--- src/rtl/dbgctl_pkg.sv ---
package dbgctl_pkg;
  localparam int REG_W      = 32;
  localparam int BIT_EN     = 0;
  localparam int BIT_HALT   = 1;
  localparam int BIT_STEP   = 2;
  localparam int BIT_HALTED = 17;

  typedef struct packed {
    logic en;
    logic halt;
    logic step;
  } ctl_t;
endpackage

--- src/rtl/dbgctl_wr_filter.sv ---
module dbgctl_wr_filter
  import dbgctl_pkg::*;
(
  input  ctl_t cur,
  input  logic probe_we,
  input  ctl_t probe_bits,
  input  logic sw_we,
  input  logic sw_en_bit,
  input  logic core_halted,
  output ctl_t nxt,
  output logic fire_step
);
  logic step_cond;

  // A step fires when the probe drops halt while asking for step, with the
  // core already halted and debug enable kept on.
  assign step_cond = probe_bits.en & probe_bits.step & ~probe_bits.halt &
                     cur.halt & core_halted;

  always_comb begin
    nxt       = cur;
    fire_step = 1'b0;
    if (probe_we) begin
      nxt.en   = probe_bits.en;
      nxt.halt = probe_bits.en & probe_bits.halt;
      nxt.step = probe_bits.en & probe_bits.step;
      if (step_cond) begin
        fire_step = 1'b1;
        nxt.halt  = 1'b1;
      end
    end else if (sw_we) begin
      // Software may only raise enable; halt and step are out of its reach.
      nxt.en = cur.en | sw_en_bit;
    end
  end
endmodule

--- src/rtl/dbgctl_state.sv ---
module dbgctl_state
  import dbgctl_pkg::*;
(
  input  logic clk,
  input  logic rst_n,
  input  ctl_t nxt,
  input  logic fire_step,
  output ctl_t ctl,
  output logic step_pulse,
  output logic halt_req
);
  ctl_t ctl_q;
  logic pulse_q;

  always_ff @(posedge clk or negedge rst_n) begin
    if (!rst_n) begin
      ctl_q   <= '0;
      pulse_q <= 1'b0;
    end else begin
      ctl_q   <= nxt;
      pulse_q <= fire_step;
    end
  end

  assign ctl        = ctl_q;
  assign step_pulse = pulse_q;
  // The halt request drops for the single step cycle, then resumes.
  assign halt_req   = ctl_q.en & ctl_q.halt & ~pulse_q;
endmodule

--- src/rtl/dbgctl_rdback.sv ---
module dbgctl_rdback
  import dbgctl_pkg::*;
#(
  parameter int W = REG_W
) (
  input  ctl_t        ctl,
  input  logic        core_halted,
  output logic [W-1:0] word
);
  for (genvar i = 0; i < W; i++) begin : g_bit
    if (i == BIT_EN) begin : g_en
      assign word[i] = ctl.en;
    end else if (i == BIT_HALT) begin : g_halt
      assign word[i] = ctl.halt;
    end else if (i == BIT_STEP) begin : g_step
      assign word[i] = ctl.step;
    end else if (i == BIT_HALTED) begin : g_halted
      assign word[i] = core_halted;
    end else begin : g_zero
      assign word[i] = 1'b0;
    end
  end
endmodule

--- src/rtl/dbg_halt_ctl.sv ---
module dbg_halt_ctl
  import dbgctl_pkg::*;
#(
  parameter int W = REG_W
) (
  input  logic         clk,
  input  logic         rst_n,
  input  logic         probe_we,
  input  logic [W-1:0] probe_wdata,
  input  logic         sw_we,
  input  logic [W-1:0] sw_wdata,
  input  logic         core_halted,
  output logic [W-1:0] rd_data,
  output logic         halt_req,
  output logic         step_pulse
);
  ctl_t cur, nxt, probe_bits;
  logic fire_step;

  assign probe_bits.en   = probe_wdata[BIT_EN];
  assign probe_bits.halt = probe_wdata[BIT_HALT];
  assign probe_bits.step = probe_wdata[BIT_STEP];

  dbgctl_wr_filter u_filter (
    .cur         (cur),
    .probe_we    (probe_we),
    .probe_bits  (probe_bits),
    .sw_we       (sw_we),
    .sw_en_bit   (sw_wdata[BIT_EN]),
    .core_halted (core_halted),
    .nxt         (nxt),
    .fire_step   (fire_step)
  );

  dbgctl_state u_state (
    .clk        (clk),
    .rst_n      (rst_n),
    .nxt        (nxt),
    .fire_step  (fire_step),
    .ctl        (cur),
    .step_pulse (step_pulse),
    .halt_req   (halt_req)
  );

  dbgctl_rdback #(.W(W)) u_rd (
    .ctl         (cur),
    .core_halted (core_halted),
    .word        (rd_data)
  );
endmodule

--- config.mk ---
export PLATFORM = sky130hd
export DESIGN_NAME = dbg_halt_ctl
export DESIGN_NICKNAME = d
export VERILOG_FILES = /design/src/rtl/dbgctl_pkg.sv /design/src/rtl/dbgctl_wr_filter.sv /design/src/rtl/dbgctl_state.sv /design/src/rtl/dbgctl_rdback.sv /design/src/rtl/dbg_halt_ctl.sv
export SDC_FILE = /design/constraint.sdc
export NUM_CORES = 1
export LEC_CHECK = 0
export ABC_AREA = 1
export CAP_MARGIN = 5
export CORE_UTILIZATION = 17
export CTS_CLUSTER_SIZE = 30
export DETAILED_ROUTE_END_ITERATION = 16
export GPL_TIMING_DRIVEN = 1
export PLACE_DENSITY = 0.94
export SLEW_MARGIN = 20
export SYNTH_ARGS = -nofsm -noshare
export SYNTH_HDL_FRONTEND = slang
export SYNTH_SLANG_ARGS = --single-unit
export TNS_END_PERCENT = 20
--- constraint.sdc ---
create_clock -name clk -period 1.88 [get_ports clk]
set_input_delay 0.47 -clock clk [delete_from_list [all_inputs] [get_ports clk]]
set_output_delay 0.47 -clock clk [all_outputs]
set_load 0.02 [all_outputs]
# ---- Yosys cells after proc, flatten, opt, wreduce, memory -nomap -nowiden
# Index checks and enable logic that the tools add are counted.
dict set report totals {
  register_bits 4
  output_inout_bits 34
  word_cells 20
}
dict set report classes {
  n_mux 5
  bitwise 10
  reduce_logical 1
}
# op n
set ops {}
lappend ops {{$and A1 B1 Y1} 7}
lappend ops {{$mux W1} 5}
lappend ops {{$not A1 Y1} 2}
lappend ops {{$reduce_bool A2 Y1} 1}
lappend ops {{$or A1 B1 Y1} 1}

# ---- Depth between registers and ports, before layout
# Gate-level depths: netlist of run 1.
dict set report depth {
  word_depth 6
  mapped_depth 5
  ltp_nobuf 5
}

# ---- Cells and area by module
# Synthesis of run 1 repeated with hierarchy kept, for this count alone.
dict set report hier_totals {
  hier_cells 61
  area_unflattened_um2 449.2
}
# mod instances cells_each area_each_um2 seq_area_each_um2
set modules_own_cells {}
lappend modules_own_cells {dbgctl_rdback 1 33 244.0 0.0}
lappend modules_own_cells {dbgctl_state 1 6 110.1 100.1}
lappend modules_own_cells {dbgctl_wr_filter 1 22 95.1 0.0}

# ---- Least setup slack after synthesis of run 1
# No wires, ideal clock.
dict set report synth_timing {
  path_type {register to output}
  startpoint {register u_state.ctl_q (netlist bit u_state.ctl[1])}
  endpoint {output halt_req}
  arrival_ps 1024
  required_ps 1410
  path_slack_ps 386
  path_stages_with_launch 3
  path_buffers 0
  cell_sequence {dfrtp_1 > inv_1 > nor3_1}
}
dict set report synth_between {
  elab_chain_cells 2
}
# element line
set synth_lines {}
lappend synth_lines {{start: declaration} dbgctl_state.sv:12} ;# ctl_t ctl_q;
lappend synth_lines {{start signal: assignment} dbgctl_state.sv:20} ;# ctl_q <= nxt;
lappend synth_lines {{$and A1 B1 Y1 (2 in a row)} dbgctl_state.sv:28} ;# assign halt_req = ctl_q.en & ctl_q.halt & ~pulse_q;
lappend synth_lines {{end: declaration} dbg_halt_ctl.sv:14} ;# output logic halt_req,
# No other way between the ends.

# ---- Final worst setup path of run 1
dict set report layout_timing {
  startpoint {input core_halted}
  endpoint {output rd_data[17]}
}
# element line
set layout_rtl {}
lappend layout_rtl {{start: declaration} dbg_halt_ctl.sv:12} ;# input logic core_halted,
lappend layout_rtl {{end: declaration} dbg_halt_ctl.sv:13} ;# output logic [W-1:0] rd_data,
# No word-level cell between the ends.

==> metrics.yaml, run 1 <==
cts_resized: 2
num_vias: 282
path_cells: "clkdlybuf4s50_1, dlygate4sd2_1"
path_buf_inv: 2
critPathKind: "in -> out"
root_buffer: "clkbuf_4"
critPathCaptureType: "primary output"
min_period_ns: 1.75
vias_per_cell: 2.79
rsz0062_at_grt: "false"
post-cts-setup-buffer-count: 0
grt_start_max_net_pins: 5
power_density_mw_per_mm2: 614
drc: 0
min_path_type: "in -> async"
syn_inst: 57
synthTopCellsByArea: "buf_4 52%, dfrtp_1 24%, nand2_1 9.0%"
ys.warnings.count: 0
core_area_mm2: 0.00225
wl_per_cell_um: 5.91
drive_gt1_share_pct: 8.22
slew_violations: 0
syn_area_um2: 417
p_total_mw: 0.309
setup_viol: 0
start_util_pct: 18.5
max_cap_viol_count: 0
clk_latency_ns: 0.23
track_usage_pct: 4.48
ctsHtreeMaxLevel: 1
grt-ovfl-total: 0
num_antenna_cells: 0
cts.sinks: 4
nets: 144
yosysSeqAreaShare_pct: 24.0
pin_count: 103
synth_top_area_share_pct: 52.3
wl_um: 597
r2r_start: "u_state.ctl[1]"
clock.fmax_mhz: 571
max_stage_delay_ns: 0.47
antenna_found_initial: 0
path_delay_family: "buffers and inverters"
peakVddDrop_uv: 259
outcome: "complete, no violations"
grt_pass1_wl_um: 814
row_count: 17
cts_tree: "yes"
crit_fanout: 2
die_area_mm2: 0.00265
synthDistinctLibCells: 11
grt_pass1_vias: 214
synth_area_leader_cell: "buf_4"
final_antenna_net_count: 0
leakage_nw: 0.295
slowest_stage: "clkdlybuf4s50_1"
fillerInstances: 258
cp.arrival_ns: 1.28
fp.dieW_um: 51.5
numPortBuffers: 14
required_ns: 1.41
finalHoldViolCount: 0
dp_hpwl_um: 553
place.gp.congestion: 0.724
clock_path_buffers: 2
hold_buffers: 0
syn_area_per_cell_um2: 7.31
hold_ws_ns: 0.446
clk_pin_slew_ns: 0.03
dr.pass1.iters: 2
skew_ns: 0.000172
period_share_pct: 93.1
synth-seq-cells: 4
numCtsBuffers: 3
startpoint_type: "primary input"
drtIter0Drc: 3
syn_to_final_growth_pct: 20.7
die_h_um: 51.5
critPathLaunch: "core_halted"
[flip-flops by register name (all words and copies together) (netlist names)]
name / flops
u_state.ctl: 3
u_state.step_pulse: 1
[power breakdown]
part           switching, mW  internal (mW)
clock                 0.0309         0.0711
sequential           0.00308         0.0923
combinational         0.0777         0.0334
total                  0.112          0.197
[worst paths after layout]
path	end	slack [ns]	cells past startpoint
max	rd_data[17]	0.13	2
min in group clk	u_state.ctl[0]	0.49	2
max reg2reg	u_state.ctl[1]	1.15	4
max in group asynchronous	u_state.ctl[1]	1.27	1
min	u_state.step_pulse	0.45	1
min reg2reg	u_state.ctl[0]	0.49	2
[cell type report]
class	instances	area, um2	share of cell area [%]
sequential	4	100	19.9
multi-input combinational	44	174	34.6
clock buffer	3	22.5	4.48
timing repair buffer	15	145	28.9
tap	28	35.0	6.97
inverter	7	26.3	5.22
[metal layers]
| layer | track usage, % | share of wire, % | up-vias | routed length (um) |
|---|---|---|---|---|
| li1 | - | - | 141 | - |
| met1 | 3.74 | 28 | 124 | 166 |
| met2 | 8.01 | 64 | 17 | 384 |
| met3 | 1.75 | 7.7 | 0 | 46 |
| met4 | 4.05 | 0 | 0 | 0 |
| met5 | 0 | 0 | - | 0 |
[layout by cell type (no fill, tap or decap)]
| cell | n |
|---|---|
| nand2_1 | 10 |
| clkbuf_4 | 3 |
| nor2_2 | 1 |
| dlygate4sd2_1 | 2 |
| dfrtp_1 | 4 |
| buf_4 | 1 |
| nand2_2 | 1 |
| clkdlybuf4s50_1 | 12 |
| nor3_1 | 1 |
| conb_1 | 28 |
| o21ai_0 | 1 |
| inv_1 | 7 |
| nor2_1 | 1 |
| nand3_1 | 1 |
[cells in the mapped netlist]
| master | n |
|---|---|
| buf_4 | 29 |
| nand2_1 | 10 |
| conb_1 | 1 |
| dfrtp_1 | 4 |
| inv_1 | 7 |
| nor3_1 | 1 |
| nor2_2 | 1 |
| nand3_1 | 1 |
| o21ai_0 | 1 |
| nand2_2 | 1 |
| nor2_1 | 1 |
[per-stage QoR]
step / util, % / instance area [um2] / std cells / worst slack (ns) / setup TNS [ns]
after floorplan: - / 518 / 84 / 0.386 / 0
after global placement: 21.4 / 483 / 98 / -0.147 / -0.147
after detailed placement: 21.4 / 483 / 98 / -0.150 / -0.150
after CTS: 22.3 / 503 / 101 / 0.121 / 0
after global routing: 22.3 / 503 / 101 / 0.0878 / 0
final: 22.3 / 503 / 101 / 0.129 / 0
[cell families after synthesis]
group | Yosys count | synth area share (%)
buf+inv | 36 | 58.6
simple gates | 15 | 15.3
flops | 4 | 24.0
compound gates | 1 | 1.20
other cells | 1 | 0.900
Note: power is estimated with default switching activity, not from simulation.
==> inputs of run 2 (changes only) <==
--- a/config.mk
+++ b/config.mk
@@ -12,6 +12,7 @@
 export DETAILED_ROUTE_END_ITERATION = 16
 export GPL_TIMING_DRIVEN = 1
 export PLACE_DENSITY = 0.94
+export RECOVER_POWER = 100
 export SLEW_MARGIN = 20
 export SYNTH_ARGS = -nofsm -noshare
 export SYNTH_HDL_FRONTEND = slang
==> run 2 against run 1 <==
  * Global-route usage did not move
  * Register-to-register slack is essentially flat
  * Cell count is the same
  * Sequential cell count unchanged
  * Non-clock buffer count unchanged
  * Via count did not move
  * First-iteration DRC count stayed put
  * Maximum frequency is the same
  * Combinational power about the same
  * Critical endpoint unchanged
  * Total power is 1.2% lower
==> metrics.yaml, run 2 (same netlist as run 1, synthesis figures left out) <==
core_area_mm2: 0.00225
num_vias: 282
crit_fanout: 2
r2r_setup_slack_ns: 1.15
grt_start_max_net_pins: 5
num_antenna_cells: 0
numCtsBuffers: 3
power_density_mw_per_mm2: 609
max_stage_delay_ns: 0.47
startpoint_type: "primary input"
path_delay_family: "buffers and inverters"
clock_path_buffers: 2
setup_tns_ns: 0
min_period_ns: 1.75
post-cts-setup-buffer-count: 0
wl_per_cell_um: 5.90
hold_ws_ns: 0.484
finalHoldViolCount: 0
fin_util_pct: 22.2
skew_ns: 0.000172
wl_um: 596
grt_pass1_wl_um: 814
slowest_stage: "clkdlybuf4s50_1"
outcome: "complete, no violations"
critPathCaptureType: "primary output"
nets: 144
critPathKind: "in -> out"
final_area_um2: 500
grt-ovfl-total: 0
slew_violations: 0
fin_cells: 101
setup_viol: 0
antenna_found_initial: 0
pin_count: 103
numPortBuffers: 14
drtIter0Drc: 3
die_area_mm2: 0.00265
row_count: 17
place.gp.congestion: 0.724
cp.arrival_ns: 1.28
clock.fmax_mhz: 571
largest_reg_flops: 3
drive_gt1_share_pct: 6.85
leakage_nw: 0.303
max_cap_viol_count: 0
vias_per_cell: 2.79
dr.pass1.iters: 2
path_cells: "clkdlybuf4s50_1, dlygate4sd2_1"
final_antenna_net_count: 0
dp_hpwl_um: 553
die_h_um: 51.5
root_buffer: "clkbuf_4"
fp.dieW_um: 51.5
clk_pin_slew_ns: 0.03
period_share_pct: 93.1
track_usage_pct: 4.48
min_path_type: "reg -> reg"
dp_cells: 98
final_common_cell: "conb_1"
rsz0062_at_grt: "false"
drc: 0
grt_pass1_vias: 214
peakVddDrop_uv: 257
start_util_pct: 18.5
syn_to_final_growth_pct: 20.1
cts_tree: "yes"
place_area_um2: 483
required_ns: 1.41
mostFrequentLayoutCells: "28 x conb_1, 11 x nand2_1, 7 x inv_1, 6 x clkdlybuf4s50_1, 6 x dlygate4sd3_1"
path_buf_inv: 2
ctsHtreeMaxLevel: 1
clk_latency_ns: 0.23
cts.sinks: 4
[run 2: power by group]
part / internal (mW) / total [mW] / switching [mW]
Combinational: 0.0303 / 0.108 / 0.0773
Sequential: 0.0923 / 0.0952 / 0.00285
Clock: 0.0711 / 0.102 / 0.0309
[run 2: what timing repair did]
action | CTS | global route
resized for setup | 2 | 0
setup endpoints to repair | 2 | 0
hold buffers | 0 | 0
[run 2: final cells by class]
| class | count | area [um2] |
|---|---|---|
| multi-input combinational | 44 | 171 |
| fill | 258 | 1750 |
| inverter | 7 | 26.3 |
| timing repair buffer | 15 | 145 |
| sequential | 4 | 100 |
| clock buffer | 3 | 22.5 |
| tap | 28 | 35.0 |
[run 2: path summary, 6_finish.rpt]
path / start / endpoint / depth (start not counted)
worst min register to register: u_state.ctl[0] / u_state.ctl[0] / 2
worst min-delay path: u_state.ctl[0] / u_state.ctl[0] / 2
worst max register to register: u_state.ctl[1] / u_state.ctl[1] / 4
worst max-delay path: core_halted / rd_data[17] / 2
max in group asynchronous: rst_n / u_state.ctl[1] / 1
min in group asynchronous: rst_n / u_state.step_pulse / 1
[run 2: metrics by stage]
step / total power [mW] / setup WS, ns
6_report: 0.305 / 0.129
5_1_grt: 0.332 / 0.0878
4_1_cts: 0.316 / 0.121
3_5_place_dp: 0.210 / -0.150
3_3_place_gp: 0.209 / -0.147
2_1_floorplan: 0.215 / 0.386
[run 2: routing by layer]
metal	GRT usage [%]	up-vias	share of wire, %
li1	-	141	-
met1	3.74	124	27
met2	8.01	17	65
met3	1.75	0	7.7
met4	4.05	0	0
met5	0	-	0
[run 2: worst reg2reg max path, stage by stage, from the launching register on]
cell and delay [ns]:
dfrtp_1 0.38, inv_1 0.08, nor2_1 0.05, nand2_1 0.07, nand2_1 0.05
==> inputs of run 3 (changes only) <==
--- a/config.mk
+++ b/config.mk
@@ -13,6 +13,7 @@
 export GPL_TIMING_DRIVEN = 1
 export PLACE_DENSITY = 0.94
 export RECOVER_POWER = 100
+export SKIP_LAST_GASP = 1
 export SLEW_MARGIN = 20
 export SYNTH_ARGS = -nofsm -noshare
 export SYNTH_HDL_FRONTEND = slang
==> run 3 against run 2 <==
  * Total power is 0.20% lower
  * Sequential share of layout area is 0.20 points higher
  * Hold slack stayed put
  * Cell count stayed put
  * Worst setup slack stayed put
  * Global-route usage stayed put
  * Critical path depth stayed put
  * Maximum frequency stayed put
  * Die area stayed put
  * Highest routed layer unchanged
==> metrics.yaml, run 3 (same netlist as run 1, synthesis figures left out) <==
slowest_stage: "clkdlybuf4s50_1"
root_buffer: "clkbuf_4"
grt_pass1_vias: 214
cts_tree: "yes"
dp_hpwl_um: 553
crit_fanout: 2
wl_per_cell_um: 5.95
outcome: "complete, no violations"
r2r_cells: 4
use_met3_pct: 1.75
clk_latency_ns: 0.23
path_buf_inv: 2
critPathCaptureType: "primary output"
clk_pin_slew_ns: 0.03
max_stage_delay_ns: 0.47
setup_viol: 0
cp-endpoint: "rd_data[17]"
clock.fmax_mhz: 571
drive_gt1_share_pct: 6.85
finalHoldViolCount: 0
grt_pass1_wl_um: 814
leakage_nw: 0.296
groute.layer.met2.usage_pct: 8.01
mostFrequentLayoutCells: "28 x conb_1, 11 x nand2_1, 7 x inv_1, 6 x clkdlybuf4s50_1, 6 x dlygate4sd3_1"
required_ns: 1.41
hold_ws_ns: 0.484
clock_path_buffers: 2
num_antenna_cells: 0
nets: 144
pin_count: 103
max_cap_viol_count: 0
place.gp.congestion: 0.724
drc: 0
num_vias: 282
dr.pass1.iters: 2
hold_buffers: 0
startpoint_type: "primary input"
slew_violations: 0
die_area_mm2: 0.00265
place_ws_ns: -0.150
peakVddDrop_uv: 257
grt_start_max_net_pins: 5
p_total_mw: 0.304
path_cells: "clkdlybuf4s50_1, dlygate4sd2_1"
final_antenna_net_count: 0
r2r_setup_slack_ns: 1.15
fin_util_pct: 22.0
setup_tns_ns: 0
antenna_found_initial: 0
rsz0062_at_grt: "false"
busiest_layer: "met2"
final_common_cell: "conb_1"
start_util_pct: 18.5
drtIter0Drc: 3
rr_endpoint: "u_state.ctl[1]"
r2r_start: "u_state.ctl[1]"
largest_reg_flops: 3
cp.arrival_ns: 1.28
power_density_mw_per_mm2: 614
cts.sinks: 4
track_usage_pct: 4.48
grt_use_met1_pct: 3.74
numPortBuffers: 14
syn_to_final_growth_pct: 18.9
min_path_cells: 2
postLayoutSetupSlackWorst_ns: 0.129
fillerInstances: 258
period_share_pct: 93.1
min_period_ns: 1.75
numCtsBuffers: 3
vias_per_cell: 2.79
ctsHtreeMaxLevel: 1
row_count: 17
fp.dieW_um: 51.5
critPathKind: "in -> out"
path_delay_family: "buffers and inverters"
critPathLaunch: "core_halted"
min_path_type: "reg -> reg"
core_area_mm2: 0.00225
cp.depth: 2
grt-ovfl-total: 0
skew_ns: 0.000172
wl_um: 601
die_h_um: 51.5
-- run 3: stage by stage --
stage,instance area (um2),instances
2_1_floorplan,518,84
3_3_place_gp,483,98
3_5_place_dp,483,98
4_1_cts,504,101
5_1_grt,495,101
6_report,495,101
-- run 3: worst min path at each step --
stage,from,endpoint,slack [ns]
6_report,u_state.ctl[0],u_state.ctl[0],0.48
4_1_cts,rst_n,u_state.step_pulse,0.44
2_1_floorplan,rst_n,u_state.ctl[0],0.17
5_1_grt,rst_n,u_state.ctl[0],0.52
3_3_place_gp,u_state.ctl[0],u_state.ctl[0],0.49
3_5_place_dp,u_state.ctl[0],u_state.ctl[0],0.49
-- run 3: power breakdown --
| group | internal, mW | switching (mW) |
|---|---|---|
| Combinational | 0.0295 | 0.0774 |
| Clock | 0.0711 | 0.0309 |
| Sequential | 0.0923 | 0.00284 |
-- run 3: final cells by class --
class                      count  area (um2)  share of cell area (%)
inverter                       7        26.3                    5.30
sequential                     4         100                    20.2
tap                           28        35.0                    7.07
multi-input combinational     44         171                    34.6
timing repair buffer          15         140                    28.3
clock buffer                   3        22.5                    4.55
-- run 3: what timing repair did --
item | CTS | global route
resized for setup | 1 | 1
endpoints found under the hold margin | 0 | 0
buffers inserted | 0 | 0
endpoints found under the setup margin | 2 | 1
-- run 3: per-layer routing --
layer  vias up  wire (um)  share of wire (%)
met4         0          0                  0
met1       124        168                 28
met3         0         46                7.7
li1        141          -                  -
met2        17        386                 64
met5         -          0                  0
